<file path="src/rtl/bb_pkg.sv">
package bb_pkg;

    localparam int BB_AW    = 32;
    localparam int BB_DW    = 32;
    localparam int BB_BIT_W = $clog2(BB_DW);

    typedef enum logic [2:0] {
        ST_IDLE,
        ST_RD_REQ,
        ST_RD_WAIT,
        ST_WR,
        ST_DONE
    } bb_state_e;

    typedef struct packed {
        logic                hit;
        logic [BB_AW-1:0]    back_addr;
        logic [BB_BIT_W-1:0] bit_idx;
    } bb_decode_t;

endpackage

</file>
<file path="src/rtl/bb_window_decode.sv">
module bb_window_decode
    import bb_pkg::*;
#(
    parameter logic [BB_AW-1:0] ALIAS_BASE = 32'h2200_0000,
    parameter logic [BB_AW-1:0] BACK_BASE  = 32'h2000_0000,
    parameter int               SPAN_LOG2  = 6
) (
    input  logic [BB_AW-1:0] addr,
    output bb_decode_t       dec
);
    // Each backing word owns 32 alias words of 4 bytes: 128 alias bytes.
    localparam int              WORD_SHIFT = BB_BIT_W + 2;
    localparam logic [BB_AW-1:0] SPAN_BYTES = BB_AW'(1) << (SPAN_LOG2 + WORD_SHIFT);

    logic [BB_AW-1:0] offset;
    logic [BB_AW-1:0] word_idx;

    always_comb begin
        offset        = addr - ALIAS_BASE;
        word_idx      = offset >> WORD_SHIFT;
        dec.hit       = (addr >= ALIAS_BASE) && (offset < SPAN_BYTES);
        dec.back_addr = BACK_BASE + (word_idx << 2);
        dec.bit_idx   = offset[WORD_SHIFT-1:2];
    end

endmodule

</file>
<file path="src/rtl/bb_fsm.sv">
module bb_fsm
    import bb_pkg::*;
(
    input  logic      clk,
    input  logic      rst_n,
    input  logic      req_valid,
    input  logic      req_write,
    input  logic      req_alias,
    input  logic      op_write,
    input  logic      op_alias,
    output bb_state_e state,
    output logic      start,
    output logic      req_ready,
    output logic      mem_en,
    output logic      mem_we,
    output logic      rsp_valid
);
    bb_state_e state_q, state_d;

    // State register
    always_ff @(posedge clk) begin
        if (!rst_n) state_q <= ST_IDLE;
        else        state_q <= state_d;
    end

    // Next-state logic
    always_comb begin
        state_d = state_q;
        unique case (state_q)
            ST_IDLE: begin
                if (req_valid) begin
                    if (req_write && !req_alias) state_d = ST_WR;
                    else                         state_d = ST_RD_REQ;
                end
            end
            ST_RD_REQ:  state_d = ST_RD_WAIT;
            ST_RD_WAIT: state_d = (op_write && op_alias) ? ST_WR : ST_DONE;
            ST_WR:      state_d = ST_DONE;
            ST_DONE:    state_d = ST_IDLE;
            default:    state_d = ST_IDLE;
        endcase
    end

    // Outputs
    always_comb begin
        req_ready = 1'b0;
        mem_en    = 1'b0;
        mem_we    = 1'b0;
        rsp_valid = 1'b0;
        unique case (state_q)
            ST_IDLE:    req_ready = 1'b1;
            ST_RD_REQ:  mem_en    = 1'b1;
            ST_RD_WAIT: ;
            ST_WR: begin
                mem_en = 1'b1;
                mem_we = 1'b1;
            end
            ST_DONE:    rsp_valid = 1'b1;
            default:    ;
        endcase
    end

    assign state = state_q;
    assign start = req_valid && req_ready;

    // the completion strobe never lasts more than one cycle
    a_r8_rsp_pulse: assert property (@(posedge clk) disable iff (!rst_n)
        rsp_valid |=> !rsp_valid);

    // an alias write-back is preceded two cycles earlier by a read strobe
    a_r6_wb_after_read: assert property (@(posedge clk) disable iff (!rst_n)
        (mem_en && mem_we && op_alias) |-> $past(mem_en && !mem_we, 2));

    // completion follows the write strobe directly, still not ready
    a_r6_done_after_wb: assert property (@(posedge clk) disable iff (!rst_n)
        (mem_en && mem_we) |=> (rsp_valid && !req_ready));

endmodule

</file>
<file path="src/rtl/bb_datapath.sv">
module bb_datapath
    import bb_pkg::*;
(
    input  logic             clk,
    input  logic             rst_n,
    input  logic             start,
    input  bb_state_e        state,
    input  bb_decode_t       dec,
    input  logic             req_write,
    input  logic [BB_AW-1:0] req_addr,
    input  logic [BB_DW-1:0] req_wdata,
    input  logic [BB_DW-1:0] mem_rdata,
    output logic             op_alias,
    output logic             op_write,
    output logic [BB_AW-1:0] mem_addr,
    output logic [BB_DW-1:0] mem_wdata,
    output logic [BB_DW-1:0] rsp_rdata
);
    logic [BB_AW-1:0]    op_addr;
    logic [BB_BIT_W-1:0] op_bit;
    logic [BB_DW-1:0]    op_wdata;
    logic [BB_DW-1:0]    rd_word;
    logic [BB_DW-1:0]    merged;

    always_ff @(posedge clk) begin
        if (!rst_n) begin
            op_alias  <= 1'b0;
            op_write  <= 1'b0;
            op_addr   <= '0;
            op_bit    <= '0;
            op_wdata  <= '0;
            rd_word   <= '0;
            rsp_rdata <= '0;
        end else if (start) begin
            op_alias  <= dec.hit;
            op_write  <= req_write;
            op_addr   <= dec.hit ? dec.back_addr : req_addr;
            op_bit    <= dec.bit_idx;
            op_wdata  <= req_wdata;
            rsp_rdata <= '0;
        end else if (state == ST_RD_WAIT) begin
            rd_word   <= mem_rdata;
            rsp_rdata <= op_alias ? {{(BB_DW-1){1'b0}}, mem_rdata[op_bit]} : mem_rdata;
        end
    end

    always_comb begin
        merged         = rd_word;
        merged[op_bit] = op_wdata[0];
    end

    assign mem_addr  = op_addr;
    assign mem_wdata = op_alias ? merged : op_wdata;

    // the word written back differs from the word just read in at most one bit
    a_r5_single_bit_change: assert property (@(posedge clk) disable iff (!rst_n)
        (state == ST_WR && op_alias) |-> ($countones(mem_wdata ^ $past(mem_rdata)) <= 1));

    // an alias read result carries nothing above bit 0
    a_r4_alias_rdata_narrow: assert property (@(posedge clk) disable iff (!rst_n)
        (state == ST_DONE && op_alias && !op_write) |-> (rsp_rdata[BB_DW-1:1] == '0));

endmodule

</file>
<file path="src/rtl/bitband_bridge.sv">
module bitband_bridge
    import bb_pkg::*;
#(
    parameter logic [31:0] RAM_BASE       = 32'h2000_0000,
    parameter logic [31:0] RAM_ALIAS_BASE = 32'h2200_0000,
    parameter logic [31:0] PER_BASE       = 32'h4000_0000,
    parameter logic [31:0] PER_ALIAS_BASE = 32'h4200_0000,
    parameter int          SPAN_LOG2      = 6
) (
    input  logic        clk,
    input  logic        rst_n,
    input  logic        req_valid,
    output logic        req_ready,
    input  logic        req_write,
    input  logic [31:0] req_addr,
    input  logic [31:0] req_wdata,
    output logic        rsp_valid,
    output logic [31:0] rsp_rdata,
    output logic        mem_en,
    output logic        mem_we,
    output logic [31:0] mem_addr,
    output logic [31:0] mem_wdata,
    input  logic [31:0] mem_rdata
);
    localparam int NWIN = 2;

    bb_decode_t dec_win [NWIN];
    bb_decode_t dec_sel;
    bb_state_e  state;
    logic       start;
    logic       op_alias;
    logic       op_write;

    for (genvar w = 0; w < NWIN; w++) begin : g_win
        bb_window_decode #(
            .ALIAS_BASE (w == 0 ? RAM_ALIAS_BASE : PER_ALIAS_BASE),
            .BACK_BASE  (w == 0 ? RAM_BASE       : PER_BASE),
            .SPAN_LOG2  (SPAN_LOG2)
        ) u_dec (
            .addr (req_addr),
            .dec  (dec_win[w])
        );
    end

    // Lowest-numbered matching window wins
    always_comb begin
        dec_sel = '0;
        for (int w = NWIN - 1; w >= 0; w--) begin
            if (dec_win[w].hit) dec_sel = dec_win[w];
        end
    end

    bb_fsm u_fsm (
        .clk       (clk),
        .rst_n     (rst_n),
        .req_valid (req_valid),
        .req_write (req_write),
        .req_alias (dec_sel.hit),
        .op_write  (op_write),
        .op_alias  (op_alias),
        .state     (state),
        .start     (start),
        .req_ready (req_ready),
        .mem_en    (mem_en),
        .mem_we    (mem_we),
        .rsp_valid (rsp_valid)
    );

    bb_datapath u_dp (
        .clk       (clk),
        .rst_n     (rst_n),
        .start     (start),
        .state     (state),
        .dec       (dec_sel),
        .req_write (req_write),
        .req_addr  (req_addr),
        .req_wdata (req_wdata),
        .mem_rdata (mem_rdata),
        .op_alias  (op_alias),
        .op_write  (op_write),
        .mem_addr  (mem_addr),
        .mem_wdata (mem_wdata),
        .rsp_rdata (rsp_rdata)
    );

    // no memory traffic while the bridge offers to accept a request
    a_r9_idle_no_mem: assert property (@(posedge clk) disable iff (!rst_n)
        req_ready |-> !mem_en);

    // write-back targets the address that was read
    a_r6_wb_same_addr: assert property (@(posedge clk) disable iff (!rst_n)
        (mem_en && mem_we && op_alias) |-> (mem_addr == $past(mem_addr, 2)));

    // first cycle out of reset is idle
    a_r1_reset_idle: assert property (@(posedge clk)
        $rose(rst_n) |-> (req_ready && !rsp_valid && !mem_en));

endmodule

</file>
<file path="config.mk">
export PLATFORM = sky130hd
export DESIGN_NAME = bitband_bridge
export DESIGN_NICKNAME = d
export VERILOG_FILES = /design/src/rtl/bb_pkg.sv /design/src/rtl/bb_window_decode.sv /design/src/rtl/bb_fsm.sv /design/src/rtl/bb_datapath.sv /design/src/rtl/bitband_bridge.sv
export SDC_FILE = /design/constraint.sdc
export NUM_CORES = 1
export LEC_CHECK = 0
export BUFFER_PORTS_ARGS = -buffer_cell sky130_fd_sc_hd__clkbuf_2
export CAP_MARGIN = 20
export CELL_PAD_IN_SITES_DETAIL_PLACEMENT = 0
export CELL_PAD_IN_SITES_GLOBAL_PLACEMENT = 1
export CORE_UTILIZATION = 37
export CTS_CLUSTER_SIZE = 16
export DETAILED_ROUTE_END_ITERATION = 10
export PLACE_DENSITY = 0.84
export SLEW_MARGIN = 0
export SYNTH_ARGS = -nofsm -noshare
export SYNTH_HDL_FRONTEND = slang
export SYNTH_SLANG_ARGS = --single-unit
export TNS_END_PERCENT = 100
</file>
<file path="constraint.sdc">
create_clock -name clk -period 2.7 [get_ports clk]
set_input_delay 0.54 -clock clk [delete_from_list [all_inputs] [get_ports clk]]
set_output_delay 0.54 -clock clk [all_outputs]
set_load 0.01 [all_outputs]
</file>
==> metrics.cfg <==
[sta]
fmax_mhz=382
finalCritPeriodShare_pct=96.8
max-slew-margin-rel_pct=57.8
tns_ns=0
final_max_slew_viol_count=0
finalSetupViolations=0
clock-skew-final_ns=0.00885
fin_ws_ns=0.0851
period_needed_ns=2.61
tightest_slew_ns=0.633
rsz0062_at_grt=yes
final_hold_viol_count=0

[clocking]
post-cts-setup-buffer-count=0
clk_path_buf_depth=2
clockRootBuffer=clkbuf_16
ctsResizeCount=3
cts_buffers=17
clock-sinks=138
insertion_delay_ns=0.42
cts_tree=built
cts-htree-levels=4
cts_hold_buf=0
cts.reportedPaths.clkPinSlew_ns=0.06

[cells_and_area]
nets=1131
regArea_mm2=0.00277
drive_gt1_share_pct=27.0
most-common-layout-cells=nand2_1, clkbuf_2, dfxtp_1
post-route-util_pct=48.3
final.fill_count=1842
n_antenna_cell=0
syn2layout_area_growth_pct=28.3
multi_input_area_mm2=0.00374
layout_commonest_cell=nand2_1
final_cell_count_no_fill=1270

[global_route]
grt_pass1_wl_mm=31.2
grt.overflow.total=0
track_usage_pct=21.7
grt_max_degree=65
grt_pass1_vias=5937
grt_antenna_before_repair=1

[worst_setup_path]
path_max_fanout=15
critPathCaptureType=output port
start_kind=flip-flop
critPathRequiredTime_ns=2.16
worstPathArrival_ns=2.07
r2r_cells=6
crit_type=reg -> out

[synth]
synth.area.top_cells=dfxtp_1, nand2_1, a21boi_0
yosysTopAreaCell=dfxtp_1
syn_nets=965
synth-edff-count=0
seq_area_frac_synth_pct=40.9
async_reset_ff_share_pct=0
syn_inst=862
netlist_area_mm2=0.00676
synth_cell_type_count=43
synthFlopType=dfxtp_1
synth-seq-cells=138
synth_warnings=0
synth_top_area_share_pct=40.9
syn_area_per_cell_um2=7.85

[pwr]
leakagePower_nw=3.60
p_per_area_mw_per_mm2=626
ir_worst_vdd_mv=0.446

[route]
drc=0
wl_per_cell_um=15.9
drt_first_pass_iters=4
vias=6531
ant_nets=0
routed_via_density=5.14
drt_iter0_markers=360
routed_wl_mm=20.1

[die]
core-area_mm2=0.0180
chipHeight_um=137
start_util_pct=37.6
rows=49
io_pins=200
die_x_um=137
die_area_mm2=0.0188

[placement]
gp_congestion=0.858
dp_slack_ns=0.137
dp_cells=1238
numPortBuffers=199
hpwl_mm=14.4

[worst_hold_path]
hp-class=in -> reg
min_delay_path_depth=3

[job]
maxCapViolations=0

[outcome]
status=finished, final reports clean

through the flow:
| stage | area, µm² | power (mW) | hold slack (ns) |
|---|---|---|---|
| global route | 8680 | 5.68 | 0.338 |
| detailed placement | 8030 | 3.01 | 0.456 |
| floorplan | 6760 | 2.67 | 0.440 |
| finish | 8680 | 5.43 | 0.345 |
| global placement | 8030 | 3.00 | 0.449 |
| CTS | 8660 | 5.50 | 0.333 |
critical path, stage by stage, from the launching register on:
cell,delay (ns)
dfxtp_1,0.34
buf_4,0.22
nor2_1,0.42
nand2_1,0.11
nand2_1,0.10
mux2_2,0.33
clkbuf_2,0.14
flip-flops by register name (all words and copies together), names as in the netlist:
name / count
u_dp.rd_word: 32
u_fsm.state: 3
u_dp.op_write: 1
u_dp.op_bit: 5
u_dp.op_alias: 1
u_dp.mem_addr: 32
u_dp.rsp_rdata: 32
u_dp.op_wdata: 32
per-layer routing:
layer	global-route usage [%]	part of all wire, %	wire length, µm	vias up
met5	0	0	0	-
met4	5.13	0.73	148	0
met3	5.63	7.0	1420	19
met2	37.6	50	10100	218
met1	26.8	42	8530	3020
li1	-	-	-	3274
power breakdown:
group,internal (mW),switching [mW],total [mW]
registers,2.15,0.0697,2.22
logic,0.302,0.432,0.734
clock network,1.55,0.926,2.48
total,4.01,1.43,5.43
logic make-up (layout without fill, tap and decap cells):
kind of cell	after synthesis	count (layout)	share of synthesized area (%)
xor+xnor	3	3	0.389
buf+inv	79	258	4.55
compound gates	196	196	19.2
simple gates	402	402	26.9
mux	41	41	7.60
fa+ha+maj	3	3	0.555
flops	138	138	40.9
final cells by class:
type / instances / area share [%]
Timing Repair Buffer: 223 / 14.4
Tap cell: 229 / 3.30
Inverter: 3 / 0.130
Clock inverter: 14 / 2.26
Sequential cell: 138 / 31.9
Clock buffer: 18 / 4.94
Multi-Input combinational cell: 645 / 43.0
synth_stat cells, drive strengths merged (2+ instances only):
| cell | number |
|---|---|
| nand2 | 215 |
| inv | 3 |
| nor2 | 80 |
| nor3 | 15 |
| ha | 3 |
| dfxtp | 138 |
| clkbuf | 67 |
| o21a | 6 |
| o211ai | 5 |
| nor4 | 11 |
| mux4 | 8 |
| nand4 | 4 |
| xnor2 | 3 |
| nand2b | 3 |
| mux2i | 30 |
| nor2b | 9 |
| a21oi | 60 |
| o31ai | 11 |
| o21ai | 13 |
| and2 | 13 |
| mux2 | 3 |
| nand3 | 8 |
| a21boi | 87 |
| nor3b | 38 |
| buf | 9 |
| o22ai | 2 |
| a211oi | 4 |
| a31oi | 2 |
| a32oi | 2 |
final timing paths:
| path | startpoint | endpoint | slack (ns) |
|---|---|---|---|
| setup reg to reg | u_dp.op_bit[0]$_SDFFE_PN0P_ | u_dp.rsp_rdata[0]$_SDFFE_PP0P_ | 0.54 |
| hold reg to reg | u_dp.op_wdata[12]$_SDFFE_PN0P_ | u_dp.op_wdata[12]$_SDFFE_PN0P_ | 0.46 |
| hold / removal | req_wdata[16] | u_dp.op_wdata[16]$_SDFFE_PN0P_ | 0.34 |
| setup / recovery | u_dp.op_bit[0]$_SDFFE_PN0P_ | mem_wdata[0] | 0.09 |
Note: power is estimated with default switching activity, not from simulation.
